## src/rtl/pif_pkg.sv

```systemverilog
package pif_pkg;
  localparam int unsigned LINES   = 2;
  localparam int unsigned CTL_W   = 6;
  localparam int unsigned FIELD_W = 3;
  localparam int unsigned SPARE_A = 2;
  localparam int unsigned SPARE_B = 5;

  typedef struct packed {
    logic irq_en;
    logic rise_sel;
  } line_cfg_t;

  function automatic int unsigned en_pos(int unsigned idx);
    return FIELD_W * idx;
  endfunction

  function automatic int unsigned pol_pos(int unsigned idx);
    return FIELD_W * idx + 1;
  endfunction
endpackage

```

## src/rtl/pif_reset_ctl.sv

```systemverilog
module pif_reset_ctl #(
  parameter int unsigned SYNC_STAGES = 2
) (
  input  logic clk,
  input  logic rst_n,
  output logic rst_sync_n,
  output logic armed
);
  localparam int unsigned WARM = SYNC_STAGES + 1;
  localparam int unsigned CW   = $clog2(WARM + 1);
  localparam logic [CW-1:0] WARM_C = CW'(WARM);

  logic [SYNC_STAGES-1:0] rs_q, rs_d;
  logic [CW-1:0]          cnt_q, cnt_d;
  logic                   cnt_en;

  // reset release pipeline
  always_comb rs_d = {rs_q[SYNC_STAGES-2:0], 1'b1};

  always_ff @(posedge clk or negedge rst_n) begin
    if (!rst_n) rs_q <= '0;
    else        rs_q <= rs_d;
  end

  assign rst_sync_n = rs_q[SYNC_STAGES-1];

  // warm-up: edges are ignored until the sampler holds real data
  always_comb begin
    cnt_en = (cnt_q != WARM_C);
    cnt_d  = cnt_q + CW'(1);
  end

  always_ff @(posedge clk or negedge rst_sync_n) begin
    if (!rst_sync_n)  cnt_q <= '0;
    else if (cnt_en)  cnt_q <= cnt_d;
  end

  assign armed = (cnt_q == WARM_C);
endmodule

```

## src/rtl/pif_edge_det.sv

```systemverilog
module pif_edge_det #(
  parameter int unsigned SYNC_STAGES = 2
) (
  input  logic clk,
  input  logic rst_n,
  input  logic d_in,
  input  logic rise_sel,
  input  logic armed,
  output logic hit
);
  logic [SYNC_STAGES-1:0] sy_q, sy_d;
  logic                   prev_q, prev_d;
  logic                   lvl;

  always_comb begin
    sy_d   = {sy_q[SYNC_STAGES-2:0], d_in};
    prev_d = sy_q[SYNC_STAGES-1];
  end

  always_ff @(posedge clk or negedge rst_n) begin
    if (!rst_n) begin
      sy_q   <= '0;
      prev_q <= 1'b0;
    end else begin
      sy_q   <= sy_d;
      prev_q <= prev_d;
    end
  end

  assign lvl = sy_q[SYNC_STAGES-1];
  assign hit = armed && (lvl != prev_q) && (lvl == rise_sel);
endmodule

```

## src/rtl/pif_flag.sv

```systemverilog
module pif_flag (
  input  logic clk,
  input  logic rst_n,
  input  logic set_i,
  input  logic clr_i,
  output logic flag_o
);
  logic flag_q, flag_d, flag_en;

  // set takes priority over clear
  always_comb begin
    flag_en = set_i | clr_i;
    flag_d  = set_i;
  end

  always_ff @(posedge clk or negedge rst_n) begin
    if (!rst_n)       flag_q <= 1'b0;
    else if (flag_en) flag_q <= flag_d;
  end

  assign flag_o = flag_q;
endmodule

```

## src/rtl/port_irq_ctrl.sv

```systemverilog
module port_irq_ctrl #(
  parameter int unsigned SYNC_STAGES = 2
) (
  input  logic       clk,
  input  logic       rst_n,
  input  logic       c1_in,
  input  logic       c2_in,
  input  logic [5:0] ctl,
  input  logic       data_rd,
  output logic       flag1_o,
  output logic       flag2_o,
  output logic       irq_pull_o
);
  import pif_pkg::*;

  logic                   rst_sync_n;
  logic                   armed;
  logic [LINES-1:0]       line_in;
  logic [LINES-1:0]       set_vec;
  logic [LINES-1:0]       flag_vec;
  logic [LINES-1:0]       en_vec;
  line_cfg_t [LINES-1:0]  cfg;
  logic                   unused_ctl;

  assign line_in    = {c2_in, c1_in};
  assign unused_ctl = ctl[SPARE_A] ^ ctl[SPARE_B];

  pif_reset_ctl #(.SYNC_STAGES(SYNC_STAGES)) u_rst (
    .clk        (clk),
    .rst_n      (rst_n),
    .rst_sync_n (rst_sync_n),
    .armed      (armed)
  );

  for (genvar gi = 0; gi < LINES; gi++) begin : g_line
    assign cfg[gi].irq_en   = ctl[en_pos(gi)];
    assign cfg[gi].rise_sel = ctl[pol_pos(gi)];
    assign en_vec[gi]       = cfg[gi].irq_en;

    pif_edge_det #(.SYNC_STAGES(SYNC_STAGES)) u_edge (
      .clk      (clk),
      .rst_n    (rst_sync_n),
      .d_in     (line_in[gi]),
      .rise_sel (cfg[gi].rise_sel),
      .armed    (armed),
      .hit      (set_vec[gi])
    );

    pif_flag u_flag (
      .clk    (clk),
      .rst_n  (rst_sync_n),
      .set_i  (set_vec[gi]),
      .clr_i  (data_rd),
      .flag_o (flag_vec[gi])
    );
  end

  assign flag1_o    = flag_vec[0];
  assign flag2_o    = flag_vec[1];
  assign irq_pull_o = |(flag_vec & en_vec);
endmodule

```

## config.mk

```make
export PLATFORM = sky130hd
export DESIGN_NAME = port_irq_ctrl
export DESIGN_NICKNAME = d
export VERILOG_FILES = /design/src/rtl/pif_pkg.sv /design/src/rtl/pif_reset_ctl.sv /design/src/rtl/pif_edge_det.sv /design/src/rtl/pif_flag.sv /design/src/rtl/port_irq_ctrl.sv
export SDC_FILE = /design/constraint.sdc
export NUM_CORES = 1
export LEC_CHECK = 0
export ABC_CLOCK_PERIOD_IN_PS = 800
export BUFFER_PORTS_ARGS = -buffer_cell sky130_fd_sc_hd__buf_2
export CORE_AREA = 2 2 39 41
export CTS_BUF_LIST = sky130_fd_sc_hd__clkbuf_2
export CTS_CLUSTER_SIZE = 16
export DETAILED_ROUTE_END_ITERATION = 6
export DIE_AREA = 0 0 41 43
export HOLD_SLACK_MARGIN = 0.08
export PLACE_DENSITY_LB_ADDON = 0.12
export SYNTH_ARGS = -nofsm -noshare
export SYNTH_HDL_FRONTEND = slang
export SYNTH_SLANG_ARGS = --single-unit
```

## constraint.sdc

```tcl
create_clock -name clk -period 0.8 [get_ports clk]
set_input_delay 0.16 -clock clk [delete_from_list [all_inputs] [get_ports clk]]
set_output_delay 0.16 -clock clk [all_outputs]
set_load 0.01 [all_outputs]
```

==> results of run 1 <==
cell type report:
cell class	instances	area, um2	area share (%)
multi-input cells	13	131	21.3
flip-flops and latches	12	300	48.7
clock buffers	3	15.0	2.43
repair buffers	20	150	24.3
well taps	16	20.0	3.25
final timing paths:
kind,from,endpoint,cells past startpoint
worst max register to register,u_rst.cnt_q[0],u_rst.cnt_q[1],2
worst min register to register,u_rst.rs_q[1],g_line[1].u_edge.sy_q[0],0
min in group clk,ctl[4],g_line[1].u_flag.flag_o,3
worst min-delay path,u_rst.rs_q[1],g_line[1].u_edge.sy_q[0],0
max in group asynchronous,u_rst.rs_q[1],g_line[0].u_edge.prev_q,0
worst max-delay path,g_line[1].u_flag.flag_o,irq_pull_o,2
where the power goes:
part           internal (mW)  leakage (nW)  switching [mW]
clock network          0.102        0.0125           0.178
logic                 0.0887         0.144          0.0406
registers              0.638         0.135          0.0244
Yosys cell counts (all sizes together):
cell / n / area [um2]
nand3: 2 / 10.0
conb: 1 / 3.75
ha: 1 / 12.5
xnor2: 1 / 8.76
a22o: 1 / 8.76
dfrtp: 12 / 300
nand4bb: 2 / 22.5
nand4b: 2 / 17.5
mux2: 1 / 11.3
nand2b: 2 / 12.5
placed cells by master, fill, tap and decap left out:
| master | Yosys | final |
|---|---|---|
| mux2_4 | 0 | 1 |
| nand4bb_1 | 2 | 2 |
| dfrtp_1 | 12 | 12 |
| a22o_1 | 1 | 1 |
| ha_4 | 0 | 1 |
| nand2b_1 | 2 | 2 |
| nand4b_1 | 2 | 2 |
| xnor2_2 | 0 | 1 |
| buf_2 | 0 | 9 |
| clkbuf_2 | 0 | 3 |
| buf_4 | 0 | 4 |
| nand3_1 | 2 | 2 |
| buf_6 | 0 | 4 |
| conb_1 | 1 | 1 |
| dlygate4sd3_1 | 0 | 3 |
metal layers:
layer	global-route usage [%]	up-vias	wire length (um)
li1	-	134	-
met1	13.1	137	278
met2	15.3	12	371
met3	3.14	0	57
met4	8.00	0	0
met5	0	-	0
metrics by stage:
step	setup TNS, ns	utilization [%]	worst slack, ns	total power, mW
6_report	-1.37	44.6	-0.336	1.07
5_1_grt	-1.76	44.6	-0.428	1.16
4_1_cts	-1.45	43.2	-0.352	1.08
3_5_place_dp	-0.484	37.7	-0.214	0.766
3_3_place_gp	-0.413	37.7	-0.203	0.762
2_1_floorplan	-0.323	-	-0.193	0.704
flip-flops by register name, indices dropped and copies added (netlist names):
name	cells
u_rst.rs_q	2
g_line.u_edge.sy_q	4
g_line.u_edge.prev_q	2
g_line.u_flag.flag_o	2
u_rst.cnt_q	2
cell families after synthesis:
family | Yosys count | synth area share [%]
flip-flops | 12 | 73.6
XOR/XNOR | 1 | 2.15
AO/OA/AOI/OAI | 1 | 2.15
multiplexers | 1 | 2.76
other | 1 | 0.919
adder cells (fa/ha/maj) | 1 | 3.07
AND/OR/NAND/NOR | 8 | 15.3
worst max-delay path, stage by stage (launching register included):
cell     delay (ns)
dfrtp_1        0.40
a22o_1         0.19
buf_2          0.13
what timing repair did:
| item | in CTS | in global routing |
|---|---|---|
| gates resized for setup | 3 | 2 |
| hold endpoints to repair | 4 | 0 |
| setup endpoints to repair | 7 | 7 |
| pin swaps | 2 | 2 |
| hold buffers | 3 | 0 |
| setup buffers | 2 | 1 |
==> flow_summary.yaml, run 1 <==
synth:
  ys_types: 10
  syn-cell-area_um2: 408
  ys_warn_count: 0
  ys_ff_latch: 12
  synth.yosys.seq_area_share_pct: 73.6
  synth_nets: 37
  postSynthAreaPerCell_um2: 16.3
  netlist_instances: 25
routing:
  dr.pass1.iters: 2
  avgViaCountPerCell: 4.42
  drt_iter0_markers: 3
  route.detailed.drc: 0
  postRouteAntennaNets: 0
  wirelength_um: 708
  vias: 283
  avgRoutedWirePerCell_um: 11.1
clocking:
  clkSlewWorstSetupHoldPaths_ns: 0.11
  cts_buffer_depth: 2
  cts.sinks: 12
  h-tree-depth: 1
  cts_tree: "built"
  cts_root_buffer: "clkbuf_2"
  clock_latency_ns: 0.25
  cts_buffers: 3
floorplan:
  coreArea_um2: 1380
  die_w_um: 41
  fp-row-count: 14
  dieArea_um2: 1760
  start_util_pct: 29.5
  pin_count: 14
  die_y_um: 43
grt:
  grt_max_degree: 11
  gr-total-overflow: 0
  grt_pass1_wl_um: 1190
  grt_pass1_vias: 287
  antenna_found_initial: 0
  grt_usage_pct: 10.8
setup_path:
  end_kind: "output port"
  critPathKind: "flip-flop to output port"
  path_max_fanout: 2
  crit_required_ns: 0.64
  rrSetupSlack_ns: -0.22
  cp.arrival_ns: 0.98
  start_kind: "flip-flop"
pwr:
  power_leakage_nw: 0.292
  p_per_area_nw_per_um2: 1740
  vdd_drop_max_mv: 0.757
min_path:
  hold_path.class: "flip-flop to asynchronous set/reset pin"
sta:
  rsz0062_at_grt: "true"
  finalSetupViolations: 7
  min_period_over_period_pct: 142
  fmax_ghz: 0.880
  fin_ws_ns: -0.336
  skew_ns: 0.00107
  slew_viol_final: 0
  whs_ns: 0.170
  fin_crit_ns: 1.14
  finalHoldViolCount: 0
placement:
  place_area_um2: 522
  placed_cells: 55
  place_congestion: 0.580
  port_buffers: 11
final_layout:
  final_nets: 62
  areaGrowthSynthToFinish_pct: 51.2
  n_antenna_cell: 0
  drive_gt1_share_pct: 47.9
  fin_cells: 64
  fillers: 131
  final_area_um2: 617
status:
  violations: "negative setup slack"
  status: "finished, violations left"
job:
  maxCapViolations: 0
Power figures use the tool's default switching activity.
==> inputs of run 2 (changes only) <==
--- a/config.mk
+++ b/config.mk
@@ -8,7 +8,6 @@
 export ABC_CLOCK_PERIOD_IN_PS = 800
 export BUFFER_PORTS_ARGS = -buffer_cell sky130_fd_sc_hd__buf_2
 export CORE_AREA = 2 2 39 41
-export CTS_BUF_LIST = sky130_fd_sc_hd__clkbuf_2
 export CTS_CLUSTER_SIZE = 16
 export DETAILED_ROUTE_END_ITERATION = 6
 export DIE_AREA = 0 0 41 43
==> run 2 against run 1 <==
Non-clock buffer count did not move. Largest power group unchanged. The run still ends with negative setup slack left. Fmax barely moved. Die area did not move. Global-route usage did not move. Register-to-register slack barely moved. Design area rose by 1.2%. Count of clock-buffer cells in the layout did not move. Critical path depth did not move. Combinational power barely moved. Sequential share of layout area fell by 0.59 points. Wire length fell by 0.42%.
==> flow_summary.yaml, run 2 (same netlist as run 1, synthesis figures left out) <==
grt:
  grt_pass1_wl_um: 1190
  grt_usage_pct: 10.8
  grt_max_degree: 11
  grt_pass1_vias: 287
  antenna_found_initial: 0
  gr-total-overflow: 0
final_layout:
  regMostFlops: "g_line.u_edge.sy_q"
  fillers: 131
  regArea_um2: 300
  areaGrowthSynthToFinish_pct: 53.1
  largest_reg_flops: 4
  n_antenna_cell: 0
  drive_gt1_share_pct: 47.9
  final_cell_mix: "12 x dfrtp_1, 9 x buf_2, 4 x buf_6, 4 x buf_4"
  final_common_cell: "dfrtp_1"
  multiInputGateArea_um2: 131
  final_nets: 62
sta:
  fin_tns_setup_ns: -1.34
  fin_ws_ns: -0.335
  slew_viol_final: 0
  fin_crit_ns: 1.14
  skew_ns: 0.00115
  finalHoldViolCount: 0
  fmax_ghz: 0.881
  rsz0062_at_grt: "true"
  min_period_over_period_pct: 142
  finalSetupViolations: 7
pwr:
  power.total_mw: 1.14
  p_per_area_nw_per_um2: 1830
  vdd_drop_max_mv: 0.837
  power_leakage_nw: 0.293
floorplan:
  start_util_pct: 29.5
  dieArea_um2: 1760
  fp-row-count: 14
  coreArea_um2: 1380
  pin_count: 14
  die_w_um: 41
  die_y_um: 43
setup_path:
  critPathKind: "flip-flop to output port"
  cp.arrival_ns: 0.98
  crit_required_ns: 0.64
  path_max_fanout: 2
  end_kind: "output port"
  start_kind: "flip-flop"
clocking:
  clkSlewWorstSetupHoldPaths_ns: 0.07
  cts_buffer_depth: 2
  h-tree-depth: 1
  cts_root_buffer: "clkbuf_4"
  cts.sinks: 12
  clock_latency_ns: 0.26
  cts_buffers: 3
  cts_tree: "built"
job:
  maxCapViolations: 0
status:
  violations: "negative setup slack"
  status: "finished, violations left"
routing:
  dr.pass1.iters: 2
  avgViaCountPerCell: 4.42
  vias: 283
  avgRoutedWirePerCell_um: 11.0
  drt_iter0_markers: 3
  wirelength_um: 705
  route.detailed.drc: 0
  postRouteAntennaNets: 0
placement:
  port_buffers: 11
  place_congestion: 0.580
min_path:
  hold_path.class: "flip-flop to asynchronous set/reset pin"
==> run 2: cell types whose count changed in the layout (fill, tap and decap cells not counted) <==
cell	before	now
clkbuf_4	0	3
clkbuf_2	3	0
==> run 2: final timing paths <==
check	start	cells past startpoint	end	slack, ns
max	g_line[1].u_flag.flag_o	2	irq_pull_o	-0.34
min	u_rst.rs_q[1]	0	g_line[1].u_edge.sy_q[0]	0.17
max reg2reg	u_rst.cnt_q[0]	2	u_rst.cnt_q[1]	-0.21
min reg2reg	u_rst.rs_q[1]	0	g_line[1].u_edge.sy_q[0]	0.17
max in group asynchronous	u_rst.rs_q[1]	0	g_line[0].u_edge.prev_q	0.35
min in group clk	ctl[4]	3	g_line[1].u_flag.flag_o	0.18
==> run 2: per-layer routing <==
layer	wire length, um	track usage [%]
met5	0	0
met4	0	8.00
met3	57	3.14
met2	372	15.3
met1	275	13.1
==> run 2: final cells by class <==
class,count,area share (%)
sequential,12,48.1
timing repair buffer,20,24.0
multi-input combinational,13,21.0
clock buffer,3,3.61
tap,16,3.21
==> run 2: power breakdown <==
group	leakage (nW)	switching, mW	internal (mW)
sequential	0.135	0.0244	0.638
combinational	0.144	0.0406	0.0887
clock	0.0138	0.177	0.174
==> run 2: repair_timing <==
action | in CTS | in global routing
gates cloned | 0 | 0
setup endpoints to repair | 7 | 7
pin swaps | 2 | 2
gates resized for setup | 3 | 2
hold buffers | 3 | 0
buffers inserted | 2 | 1
hold endpoints to repair | 4 | 0
==> run 2: critical path: stages, from the launching register on <==
cell and delay (ns):
dfrtp_1 0.39, a22o_1 0.19, buf_2 0.13
==> run 2: metrics by stage <==
stage          instances  hold slack (ns)  worst slack, ns  instance area [um2]  utilization (%)
2_1_floorplan         25           -0.136           -0.193                  424                -
4_1_cts               63            0.172           -0.346                  606             43.8
3_5_place_dp          55          -0.0477           -0.214                  522             37.7
5_1_grt               64            0.170           -0.403                  624             45.1
3_3_place_gp          55          -0.0552           -0.203                  522             37.7
6_report              64            0.166           -0.335                  624             45.1
